**src/rtl/ecd_pkg.sv**
```systemverilog
`timescale 1ns/1ps
package ecd_pkg;
   // width of the ratio code used when the caller does not override it
   localparam int unsigned ECD_SEL_W_DEFAULT = 3;

   // division ratio produced by a ratio code
   function automatic int unsigned ratio_of(input int unsigned code);
      return 2 * (code + 1);
   endfunction

   // number of source cycles spent in one output level
   function automatic int unsigned half_of(input int unsigned code);
      return ratio_of(code) / 2;
   endfunction
endpackage

```
**src/rtl/ecd_rst_sample.sv**
```systemverilog
`timescale 1ns/1ps
// Captures the divider reset on the chosen edge of the source clock.
module ecd_rst_sample #(
   parameter bit ON_FALL = 1'b1
) (
   input  logic clk,
   input  logic rst_in,
   output logic rst_q
);
   logic smp;

   generate
      if (ON_FALL) begin : g_fall
         always_ff @(negedge clk) begin
            smp <= rst_in;
         end
      end else begin : g_rise
         always_ff @(posedge clk) begin
            smp <= rst_in;
         end
      end
   endgenerate

   assign rst_q = smp;
endmodule

```
**src/rtl/ecd_ratio_hold.sv**
```systemverilog
`timescale 1ns/1ps
// Holds the ratio code in effect; reloads only when told to.
module ecd_ratio_hold #(
   parameter int unsigned SEL_W = 3
) (
   input  logic             clk,
   input  logic             load,
   input  logic [SEL_W-1:0] sel_in,
   output logic [SEL_W-1:0] code_q
);
   always_ff @(posedge clk) begin
      if (load) begin
         code_q <= sel_in;
      end
   end
endmodule

```
**src/rtl/ecd_phase_count.sv**
```systemverilog
`timescale 1ns/1ps
// Counts source cycles within one output level; flags the last one.
module ecd_phase_count #(
   parameter int unsigned SEL_W = 3
) (
   input  logic             clk,
   input  logic             clr,
   input  logic [SEL_W-1:0] limit,
   output logic             wrap,
   output logic [SEL_W-1:0] cnt
);
   localparam logic [SEL_W-1:0] ONE = SEL_W'(1);

   assign wrap = (cnt == limit);

   always_ff @(posedge clk) begin
      if (clr || wrap) begin
         cnt <= '0;
      end else begin
         cnt <= cnt + ONE;
      end
   end
endmodule

```
**src/rtl/ecd_out_toggle.sv**
```systemverilog
`timescale 1ns/1ps
// Output level flop: cleared low, inverted on each phase end.
module ecd_out_toggle (
   input  logic clk,
   input  logic clr,
   input  logic flip,
   output logic q
);
   always_ff @(posedge clk) begin
      if (clr) begin
         q <= 1'b0;
      end else if (flip) begin
         q <= ~q;
      end
   end
endmodule

```
**src/rtl/even_clk_div.sv**
```systemverilog
`timescale 1ns/1ps
module even_clk_div #(
   parameter int unsigned SEL_W       = ecd_pkg::ECD_SEL_W_DEFAULT,
   parameter bit          RST_ON_FALL = 1'b1
) (
   input  logic             src_clk,
   input  logic             div_rst,
   input  logic [SEL_W-1:0] ratio_sel,
   output logic             div_clk
);
   localparam int unsigned MAX_CODE  = (1 << SEL_W) - 1;
   localparam int unsigned MAX_RATIO = ecd_pkg::ratio_of(MAX_CODE);

   generate
      if (SEL_W < 1 || SEL_W > 8) begin : g_bad_width
         $error("even_clk_div: SEL_W must lie in 1..8");
      end
      if (MAX_RATIO != (2 << SEL_W)) begin : g_bad_ratio
         $error("even_clk_div: ratio table inconsistent with SEL_W");
      end
   endgenerate

   logic             rst_q;
   logic             wrap;
   logic [SEL_W-1:0] cnt;
   logic [SEL_W-1:0] code_l;

   ecd_rst_sample #(.ON_FALL(RST_ON_FALL)) u_rst (
      .clk    (src_clk),
      .rst_in (div_rst),
      .rst_q  (rst_q)
   );

   // new ratio accepted only in reset or at a phase boundary
   ecd_ratio_hold #(.SEL_W(SEL_W)) u_hold (
      .clk    (src_clk),
      .load   (rst_q | wrap),
      .sel_in (ratio_sel),
      .code_q (code_l)
   );

   ecd_phase_count #(.SEL_W(SEL_W)) u_cnt (
      .clk   (src_clk),
      .clr   (rst_q),
      .limit (code_l),
      .wrap  (wrap),
      .cnt   (cnt)
   );

   ecd_out_toggle u_out (
      .clk  (src_clk),
      .clr  (rst_q),
      .flip (wrap),
      .q    (div_clk)
   );
endmodule

```
**config.mk**
```make
export PLATFORM = sky130hd
export DESIGN_NAME = even_clk_div
export DESIGN_NICKNAME = d
export VERILOG_FILES = /design/src/rtl/ecd_pkg.sv /design/src/rtl/ecd_rst_sample.sv /design/src/rtl/ecd_ratio_hold.sv /design/src/rtl/ecd_phase_count.sv /design/src/rtl/ecd_out_toggle.sv /design/src/rtl/even_clk_div.sv
export SDC_FILE = /design/constraint.sdc
export NUM_CORES = 1
export LEC_CHECK = 0
export CAP_MARGIN = 10
export CORE_AREA = 2 2 39 41
export DETAILED_ROUTE_END_ITERATION = 10
export DIE_AREA = 0 0 41 43
export DONT_BUFFER_PORTS = 1
export HOLD_SLACK_MARGIN = 0.15
export PLACE_DENSITY = 0.44
export SYNTH_ARGS = -nofsm -noshare
export SYNTH_HDL_FRONTEND = slang
export SYNTH_SLANG_ARGS = --single-unit
```
**constraint.sdc**
```tcl
create_clock -name src_clk -period 1.7 [get_ports src_clk]
set_input_delay 0.34 -clock src_clk [delete_from_list [all_inputs] [get_ports src_clk]]
set_output_delay 0.34 -clock src_clk [all_outputs]
set_load 0.02 [all_outputs]
```
# Word level (Yosys, flattened, before mapping)
# Index checks and enable logic that the tools add are counted.
[classes] add_sub_neg=1 eq_ne=1 bitwise_logic=2 reduce_logical=1
[op_table] op="$add A3 B1 Y3 const B" count=1
[op_table] op="$eq A3 B3 Y1" count=1
[op_table] op="$logic_or A1 B1 Y1" count=1
[op_table] op="$not A1 Y1" count=1
[op_table] op="$or A1 B1 Y1" count=1
[totals] register_bits=8 in_bits=5

# Longest topological paths before layout
# Gate-level depths: netlist of run 1.
[depth] word_depth=2 depth_mapped=3 mapped_depth_nobuf=3

# Hierarchy
# A second synthesis of run 1 with hierarchy kept.
[unflattened] cells_unflattened=22 area_unflattened_um2=297.8
[modules_own_cells] module="ecd_phase_count" n_inst=1 cells_each=13 area_each_um2=145.1 seq_area_each_um2=60.1
[modules_own_cells] module="ecd_ratio_hold" n_inst=1 cells_each=3 area_each_um2=90.1 seq_area_each_um2=90.1
[modules_own_cells] module="ecd_out_toggle" n_inst=1 cells_each=3 area_each_um2=32.5 seq_area_each_um2=20.0
[modules_own_cells] module="ecd_rst_sample" n_inst=1 cells_each=2 area_each_um2=23.8 seq_area_each_um2=20.0
[modules_own_cells] module="even_clk_div" n_inst=1 cells_each=1 area_each_um2=6.3 seq_area_each_um2=0.0

==> results.sh, run 1 <==
export IMPL_detail_route_antenna_nets=0
export IMPL_antenna_found_initial=0
export IMPL_dieArea_um2=1760
export IMPL_cts_resized=3
export IMPL_clock_latency_ns=0.30
export IMPL_worst_path_buf_inv=1
export IMPL_combPwrFrac_pct=15.1
export IMPL_cts_buffer_depth=2
export IMPL_grt_max_degree=6
export IMPL_power_frac_seq_pct=51.3
export IMPL_first_pass_iters=1
export IMPL_critPathKind="register to register"
export IMPL_cpPeakStageDelay_ns=0.32
export IMPL_grt_pass1_vias=154
export IMPL_cp_depth=2
export IMPL_htreeDepth=1
export IMPL_maxCapViolCount=0
export IMPL_fin_tns_setup_ns=0
export IMPL_ios=6
export IMPL_synth_cells=23
export IMPL_coreArea_um2=1380
export IMPL_cp_start_kind="register"
export IMPL_hp_class="input port to register"
export IMPL_die_y_um=43
export IMPL_avgSynthCellArea_um2=12.5
export IMPL_yosysWarnings=0
export IMPL_drt_initial_drc_count=0
export IMPL_clock_power_share_pct=33.6
export IMPL_clk_pin_slew_ns=0.06
export IMPL_layout_commonest_cell="dfxtp_1"
export IMPL_ys_types=10
export IMPL_cts_buffers=3
export IMPL_hold_ws_ns=0.176
export IMPL_antenna_cells=0
export IMPL_hold_viol=0
export IMPL_outcome="finished, final reports clean"
export IMPL_ys_seq_area_share_pct=66.1
export IMPL_routed_wirelength_um=442
export IMPL_cts_root_buf="clkbuf_4"
export IMPL_slew_violations=0
export IMPL_die_x_um=41
export IMPL_fin_ws_ns=0.0284
export IMPL_irDropWorstVdd_mv=0.340
export IMPL_syn_nets=29
export IMPL_drive_gt1_share_pct=28.6
export IMPL_final_cell_mix="dfxtp_1, xor2_1, clkbuf_4, edfxtp_1"
export IMPL_p_int_mw=0.352
export IMPL_nFillCells=147
export IMPL_synthToLayoutAreaGrowth_pct=24.8
export IMPL_nets=35
export IMPL_r2r_cells=2
export IMPL_wl_per_cell_um=10.0
export IMPL_cp_max_fo=5
export IMPL_avgViaCountPerCell=3.86
export IMPL_cpMaxStageDelayCell="dfxtp_2"
export IMPL_vias=170
export IMPL_endpoint_kind="register"
export IMPL_rows=14
export IMPL_cp_required_ns=1.62
export IMPL_synthesis_area_um2=288
export IMPL_drc=0
export IMPL_path_cells="inv_2 -> o31ai_4"
export IMPL_cts_sinks=8
export IMPL_dp_worst_setup_slack_ns=0.00467
export IMPL_p_sw_share_pct=28.3
export IMPL_cts_setup_buffers=0
export IMPL_skew_ns=0.0540
export IMPL_place_gp_congestion=0.683
export IMPL_grt_overflow=0
export IMPL_grt_pass1_wl_um=614
export IMPL_tightest_slew_ns=0.329
export IMPL_critPathTopFamily="flip-flops"
export IMPL_cts_tree="yes"
export IMPL_start_util_pct=20.8
export IMPL_p_per_area_nw_per_um2=1370
export IMPL_final_seq_area_um2=191
export IMPL_p_sw_mw=0.139
export IMPL_multi_input_area_um2=103
export IMPL_gr_usage_all_layers_pct=6.28
export IMPL_slew_headroom_pct=78.0
export IMPL_leakage_nw=0.144
export IMPL_rsz0062_at_grt="yes"
export IMPL_cts_hold_buf=0
export IMPL_io_buffers=0
export IMPL_whs_path_depth=0
export IMPL_critPathArrivalTime_ns=1.60
export IMPL_setup_violations=0
export IMPL_ys_ff_latch=8
[sequential cells by signal, summed over array words and instances (netlist names)]
name	flops
u_cnt.cnt	3
u_hold.code_q	3
u_out.q	1
u_rst.rst_q	1
[logic make-up after synthesis]
family | count (synthesis) | synth area share, %
flip-flops | 8 | 66.1
XOR/XNOR | 4 | 12.2
AND/OR/NAND/NOR | 4 | 6.52
AO/OA/AOI/OAI | 3 | 6.95
buffers and inverters | 3 | 3.91
adder cells (fa/ha/maj) | 1 | 4.35
[synth_stat cells]
cell type  instances  area (µm²)
a21oi_1            1        5.00
inv_1              3        11.3
edfxtp_1           3        90.1
nor2_1             3        11.3
xnor2_1            1        8.76
xor2_1             3        26.3
ha_1               1        12.5
o31ai_1            2        15.0
or4_1              1        7.51
dfxtp_1            5         100
[metrics by stage]
| step | util [%] | instances | total power [mW] | instance area [µm²] |
|---|---|---|---|---|
| floorplan | - | 23 | 0.308 | 293 |
| global placement | 23.1 | 40 | 0.322 | 320 |
| detailed placement | 23.1 | 40 | 0.325 | 320 |
| CTS | 25.8 | 44 | 0.499 | 357 |
| global route | 25.9 | 44 | 0.525 | 359 |
| finish | 25.9 | 44 | 0.491 | 359 |
[path summary, 6_finish.rpt]
path,start,slack [ns],endpoint
min reg2reg,u_cnt.cnt[0],0.49,u_cnt.cnt[0]
min,ratio_sel[2],0.18,u_hold.code_q[2]
max reg2reg,u_rst.rst_q,0.03,u_hold.code_q[0]
max,u_rst.rst_q,0.03,u_hold.code_q[0]
[power groups by stage]
| stage | combinational [mW] | sequential (mW) | clock (mW) |
|---|---|---|---|
| final | 0.0741 | 0.252 | 0.165 |
| after global routing | 0.0852 | 0.254 | 0.187 |
| after CTS | 0.0736 | 0.251 | 0.174 |
| after detailed placement | 0.0636 | 0.254 | 0.00736 |
| after global placement | 0.0620 | 0.253 | 0.00736 |
| after floorplan | 0.0513 | 0.250 | 0.00736 |
[metal layers]
metal / track usage, % / part of all wire [%]
met4: 8.00 / 0
met2: 6.88 / 51
met5: 0 / 0
met1: 5.96 / 40
met3: 5.24 / 9.0
[area by class of cell]
class	count	area share (%)
clock buffers	4	7.32
multi-input cells	12	28.6
clock inverters	1	1.05
well taps	16	5.57
inverters	2	2.09
flip-flops and latches	8	53.3
repair buffers	1	2.09
No activity file was read; power rests on OpenSTA's default activity.
==> run 2, diff against run 1 <==
- ABC_AREA: not set -> 1
- PLACE_DENSITY: 0.44 -> 0.47
==> run 2 against run 1 <==
Worst setup slack better by 0.032 ns. Sequential cell count stayed put. Non-clock buffer count is 1 lower. Largest power group unchanged. Highest routed layer is now met4.
==> results.sh, run 2 <==
export IMPL_critPathKind="register to register"
export IMPL_final_cell_mix="inv_1, nand2_1, dfxtp_1, nor2_1"
export IMPL_ys_types=11
export IMPL_ys_top_cells_by_count="inv_1, nand2_1, dfxtp_1"
export IMPL_drc=0
export IMPL_r2r_cells=2
export IMPL_cp_start_kind="register"
export IMPL_maxCapViolCount=0
export IMPL_ys_flop_type="dfxtp_1"
export IMPL_tightest_slew_ns=0.258
export IMPL_hold_viol=0
export IMPL_gr_usage_all_layers_pct=7.48
export IMPL_drive_gt1_share_pct=17.9
export IMPL_synthesis_area_um2=332
export IMPL_rsz0062_at_grt="no"
export IMPL_clock_latency_ns=0.31
export IMPL_ys_seq_area_share_pct=57.4
export IMPL_r2r_end="u_hold.code_q[0]"
export IMPL_cts_sinks=8
export IMPL_synthToLayoutAreaGrowth_pct=15.5
export IMPL_skew_ns=0.0557
export IMPL_ios=6
export IMPL_die_y_um=43
export IMPL_cts_buffer_depth=2
export IMPL_drt_initial_drc_count=2
export IMPL_cts_buffers=3
export IMPL_top_regs="u_cnt.cnt: 3 flops, u_hold.code_q: 3 flops"
export IMPL_cts_root_buf="clkbuf_4"
export IMPL_cpMaxStageDelayCell="dfxtp_1"
export IMPL_fin_tns_setup_ns=0
export IMPL_endpoint_kind="register"
export IMPL_path_cells="inv_1 -> nand2_4"
export IMPL_reg2reg_setup_slack_ns=0.06
export IMPL_cts_tree="yes"
export IMPL_cp_max_fo=6
export IMPL_grt_max_degree=7
export IMPL_die_x_um=41
export IMPL_outcome="finished, final reports clean"
export IMPL_dieArea_um2=1760
export IMPL_antenna_cells=0
export IMPL_cts_setup_buffers=0
export IMPL_cp_required_ns=1.67
export IMPL_irDropWorstVdd_mv=0.276
export IMPL_yosysMostFrequentCell="inv_1"
export IMPL_yosysWarnings=0
export IMPL_slew_headroom_pct=82.8
export IMPL_grt_overflow=0
export IMPL_layout_commonest_cell="inv_1"
export IMPL_rows=14
export IMPL_antenna_found_initial=0
export IMPL_clk_pin_slew_ns=0.06
export IMPL_nets=46
export IMPL_detail_route_antenna_nets=0
export IMPL_critPathArrivalTime_ns=1.61
export IMPL_hp_class="input port to register"
export IMPL_synthArstFlopShare_pct=0
export IMPL_wl_per_cell_um=8.05
export IMPL_endpoint="u_hold.code_q[0]"
export IMPL_r2r_start="u_rst.rst_q"
export IMPL_yosys_area_top_type_share_pct=30.2
export IMPL_synth_edf_count=3
export IMPL_synth_cells=35
export IMPL_htreeDepth=1
export IMPL_grt_pass1_wl_um=772
export IMPL_routed_wirelength_um=443
export IMPL_avgSynthCellArea_um2=9.47
export IMPL_ys_ff_latch=8
export IMPL_avgViaCountPerCell=3.76
export IMPL_cts_resized=0
export IMPL_cts_hold_buf=0
export IMPL_p_per_area_nw_per_um2=1210
export IMPL_synth_area_top_cells="dfxtp_1, edfxtp_1, inv_1"
export IMPL_grt_pass1_vias=214
export IMPL_leakage_nw=0.178
export IMPL_first_pass_iters=2
export IMPL_yosysTopAreaCell="dfxtp_1"
export IMPL_critical_path_startpoint="u_rst.rst_q"
export IMPL_io_buffers=0
export IMPL_coreArea_um2=1380
export IMPL_syn_nets=41
export IMPL_hold_ws_ns=0.179
export IMPL_vias=207
export IMPL_slew_violations=0
export IMPL_start_util_pct=24.0
export IMPL_place_gp_congestion=0.609
export IMPL_dp_hpwl_um=373
export IMPL_setup_violations=0
export IMPL_cpPeakStageDelay_ns=0.29
[run 2: cell count changes after synthesis, sizes merged]
cell / before / now
or4: 1 / 0
xnor2: 1 / 2
nand2: 0 / 9
xor2: 3 / 0
nor2: 3 / 4
a21oi: 1 / 0
nand3: 0 / 1
o31ai: 2 / 0
nand4: 0 / 1
inv: 3 / 9
[run 2: how the worst min path moves through the flow]
stage                       end         start  slack [ns]  cells after the start
4_1_cts        u_hold.code_q[2]  ratio_sel[2]        0.17                      0
3_3_place_gp   u_hold.code_q[1]  ratio_sel[1]        0.44                      0
3_5_place_dp   u_hold.code_q[1]  ratio_sel[1]        0.44                      0
5_1_grt        u_hold.code_q[2]  ratio_sel[2]        0.15                      0
2_1_floorplan      u_cnt.cnt[0]  u_cnt.cnt[0]        0.43                      1
6_report       u_hold.code_q[2]  ratio_sel[2]        0.18                      0
[run 2: cell type report]
type | instances | area (µm²)
sequential | 8 | 190
inverter | 8 | 30.0
clock buffer | 4 | 26.3
clock inverter | 1 | 3.75
multi-input combinational | 18 | 113
tap | 16 | 20.0
fill | 158 | 1000
[run 2: per-stage QoR]
| step | utilization, % | total power, mW | setup WS (ns) | area [µm²] | std cells |
|---|---|---|---|---|---|
| final | 27.7 | 0.464 | 0.0603 | 383 | 55 |
| after global routing | 27.7 | 0.504 | 0.00457 | 383 | 55 |
| after CTS | 27.3 | 0.471 | 0.0222 | 378 | 55 |
| after detailed placement | 25.4 | 0.311 | 0.0732 | 352 | 51 |
| after global placement | 25.4 | 0.310 | 0.0856 | 352 | 51 |
| after floorplan | - | 0.300 | 0.117 | 332 | 35 |
[run 2: routing by layer]
layer	vias to the layer above	track usage, %	share of wire [%]
met1	86	5.92	42
li1	112	-	-
met4	0	10.0	4.3
met5	-	0	0
met3	2	5.24	8.4
met2	7	9.69	45
[run 2: cell families after synthesis]
kind of cell | share of synthesized area (%)
XOR/XNOR | 7.55
flip-flops | 57.4
AND/OR/NAND/NOR | 21.1
adder cells (fa/ha/maj) | 3.77
buffers and inverters | 10.2
[run 2: power by group]
group          switching, mW  internal (mW)
Combinational         0.0325         0.0269
Clock                 0.0711         0.0930
Sequential            0.0189          0.221
Total                  0.122          0.341
[run 2: worst max-delay path, delay by kind of cell, from the launching register on]
family | cells | cell delay [ns]
buf+inv | 1 | 0.06
flops | 1 | 0.29
simple gates | 1 | 0.09
==> run 3, diff against run 2 <==
- PLACE_DENSITY: 0.47 -> 0.48
- SLEW_MARGIN: not set -> 20
- clock period: 1.7 -> 1.4 ns (I/O delays scaled with it)
==> run 3 against run 2 <==
The run now ends with negative setup slack left. Sequential cell count stayed put. Die area stayed put. Sequential share of layout area is 5.6 points lower. Sequential power is 22% higher. Combinational power is 54% higher. Clock power is 21% higher. Critical endpoint unchanged. Largest cell class unchanged. Largest power group unchanged.
==> results.sh, run 3 (synthesized netlist as in run 2, its figures left out) <==
export IMPL_endpoint_kind="register"
export IMPL_synthToLayoutAreaGrowth_pct=30.9
export IMPL_detail_route_antenna_nets=0
export IMPL_wl_per_cell_um=7.97
export IMPL_cts_buffers=3
export IMPL_irDropWorstVdd_mv=0.430
export IMPL_ios=6
export IMPL_grt_pass1_vias=216
export IMPL_rsz0062_at_grt="yes"
export IMPL_cp_max_fo=5
export IMPL_routed_wirelength_um=478
export IMPL_finalPower_mw=0.583
export IMPL_cp_required_ns=1.36
export IMPL_cts_buffer_depth=2
export IMPL_p_per_area_nw_per_um2=1340
export IMPL_first_pass_iters=4
export IMPL_hp_class="register to register"
export IMPL_layout_commonest_cell="inv_1"
export IMPL_drc=0
export IMPL_drt_initial_drc_count=1
export IMPL_cp_depth=2
export IMPL_slew_headroom_pct=83.7
export IMPL_cpPeakStageDelay_ns=0.31
export IMPL_top_regs="u_cnt.cnt: 3 flops, u_hold.code_q: 3 flops"
export IMPL_cp_start_kind="register"
export IMPL_critPathKind="register to register"
export IMPL_fin_tns_setup_ns=-0.289
export IMPL_vias=221
export IMPL_coreArea_um2=1380
export IMPL_violations="negative setup slack"
export IMPL_cts_root_buf="clkbuf_4"
export IMPL_path_cells="inv_2 -> nand2_4"
export IMPL_setup_violations=6
export IMPL_grt_pass1_wl_um=821
export IMPL_cts_setup_buffers=0
export IMPL_place_gp_congestion=0.576
export IMPL_nets=51
export IMPL_skew_ns=0.0551
export IMPL_drive_gt1_share_pct=29.5
export IMPL_critPathArrivalTime_ns=1.43
export IMPL_die_y_um=43
export IMPL_dieArea_um2=1760
export IMPL_maxCapViolCount=0
export IMPL_slew_violations=0
export IMPL_cpMaxStageDelayCell="dfxtp_2"
export IMPL_grt_max_degree=6
export IMPL_dp_worst_setup_slack_ns=-0.0590
export IMPL_leakage_nw=0.198
export IMPL_placed_cell_area_um2=367
export IMPL_outcome="complete, but fails checks"
export IMPL_tightest_slew_ns=0.244
export IMPL_clk_pin_slew_ns=0.06
export IMPL_critPathTopFamily="flip-flops"
export IMPL_cts_sinks=8
export IMPL_antenna_found_initial=0
export IMPL_whs_path_depth=1
export IMPL_antenna_cells=0
export IMPL_htreeDepth=1
export IMPL_cts_tree="yes"
export IMPL_grt_overflow=0
export IMPL_hold_viol=0
export IMPL_die_x_um=41
export IMPL_clock_latency_ns=0.30
export IMPL_gr_usage_all_layers_pct=7.46
export IMPL_final_cell_mix="inv_1, nand2_1, dfxtp_1"
export IMPL_fin_area_um2=434
export IMPL_worst_path_buf_inv=1
export IMPL_fin_ws_ns=-0.0646
export IMPL_avgViaCountPerCell=3.68
export IMPL_start_util_pct=24.0
export IMPL_dp_hpwl_um=380
export IMPL_r2r_cells=2
export IMPL_rows=14
export IMPL_io_buffers=0
-- run 3: cell count changes in the layout (fill, tap and decap cells not counted), sizes merged --
cell         before  now
buf               0    2
dlygate4sd3       0    3
-- run 3: worst reg2reg max path, cell delays in order, from the launching register on --
cell and delay [ns]:
dfxtp_2 0.31, inv_2 0.04, nand2_4 0.08
-- run 3: final cells by class --
type	count	area (µm²)
Clock inverter	1	3.75
Tap cell	16	20.0
Fill cell	146	950
Multi-Input combinational cell	18	118
Sequential cell	8	191
Timing Repair Buffer	5	45.0
Inverter	8	30.0
Clock buffer	4	26.3
-- run 3: metrics by stage --
stage | std cells | hold slack, ns | util, %
global placement | 53 | 0.379 | 26.5
CTS | 60 | 0.486 | 31.0
detailed placement | 53 | 0.379 | 26.5
floorplan | 35 | 0.379 | -
finish | 60 | 0.484 | 31.4
global route | 60 | 0.522 | 31.4
-- run 3: timing repair --
action	in CTS	in global routing
resized for setup	3	2
endpoints found under the hold margin	3	0
endpoints found under the setup margin	6	6
pin swaps	1	1
hold buffers	3	0
-- run 3: path summary, 6_finish.rpt --
path / end / slack, ns / startpoint
max: u_hold.code_q[0] / -0.06 / u_rst.rst_q
min: u_cnt.cnt[0] / 0.48 / u_cnt.cnt[0]
max reg2reg: u_hold.code_q[0] / -0.06 / u_rst.rst_q
min reg2reg: u_cnt.cnt[0] / 0.48 / u_cnt.cnt[0]
-- run 3: routing by layer --
layer	share of wire, %	GRT usage [%]	wire length [µm]
met4	0	8.00	0
met5	0	0	0
met1	48	9.12	228
met2	52	9.69	248
met3	0.21	1.57	1
-- run 3: power by group --
group	total, mW	switching [mW]	internal (mW)	leakage [nW]
sequential	0.293	0.0237	0.269	0.0710
combinational	0.0912	0.0444	0.0469	0.107
clock	0.199	0.0861	0.113	0.0203
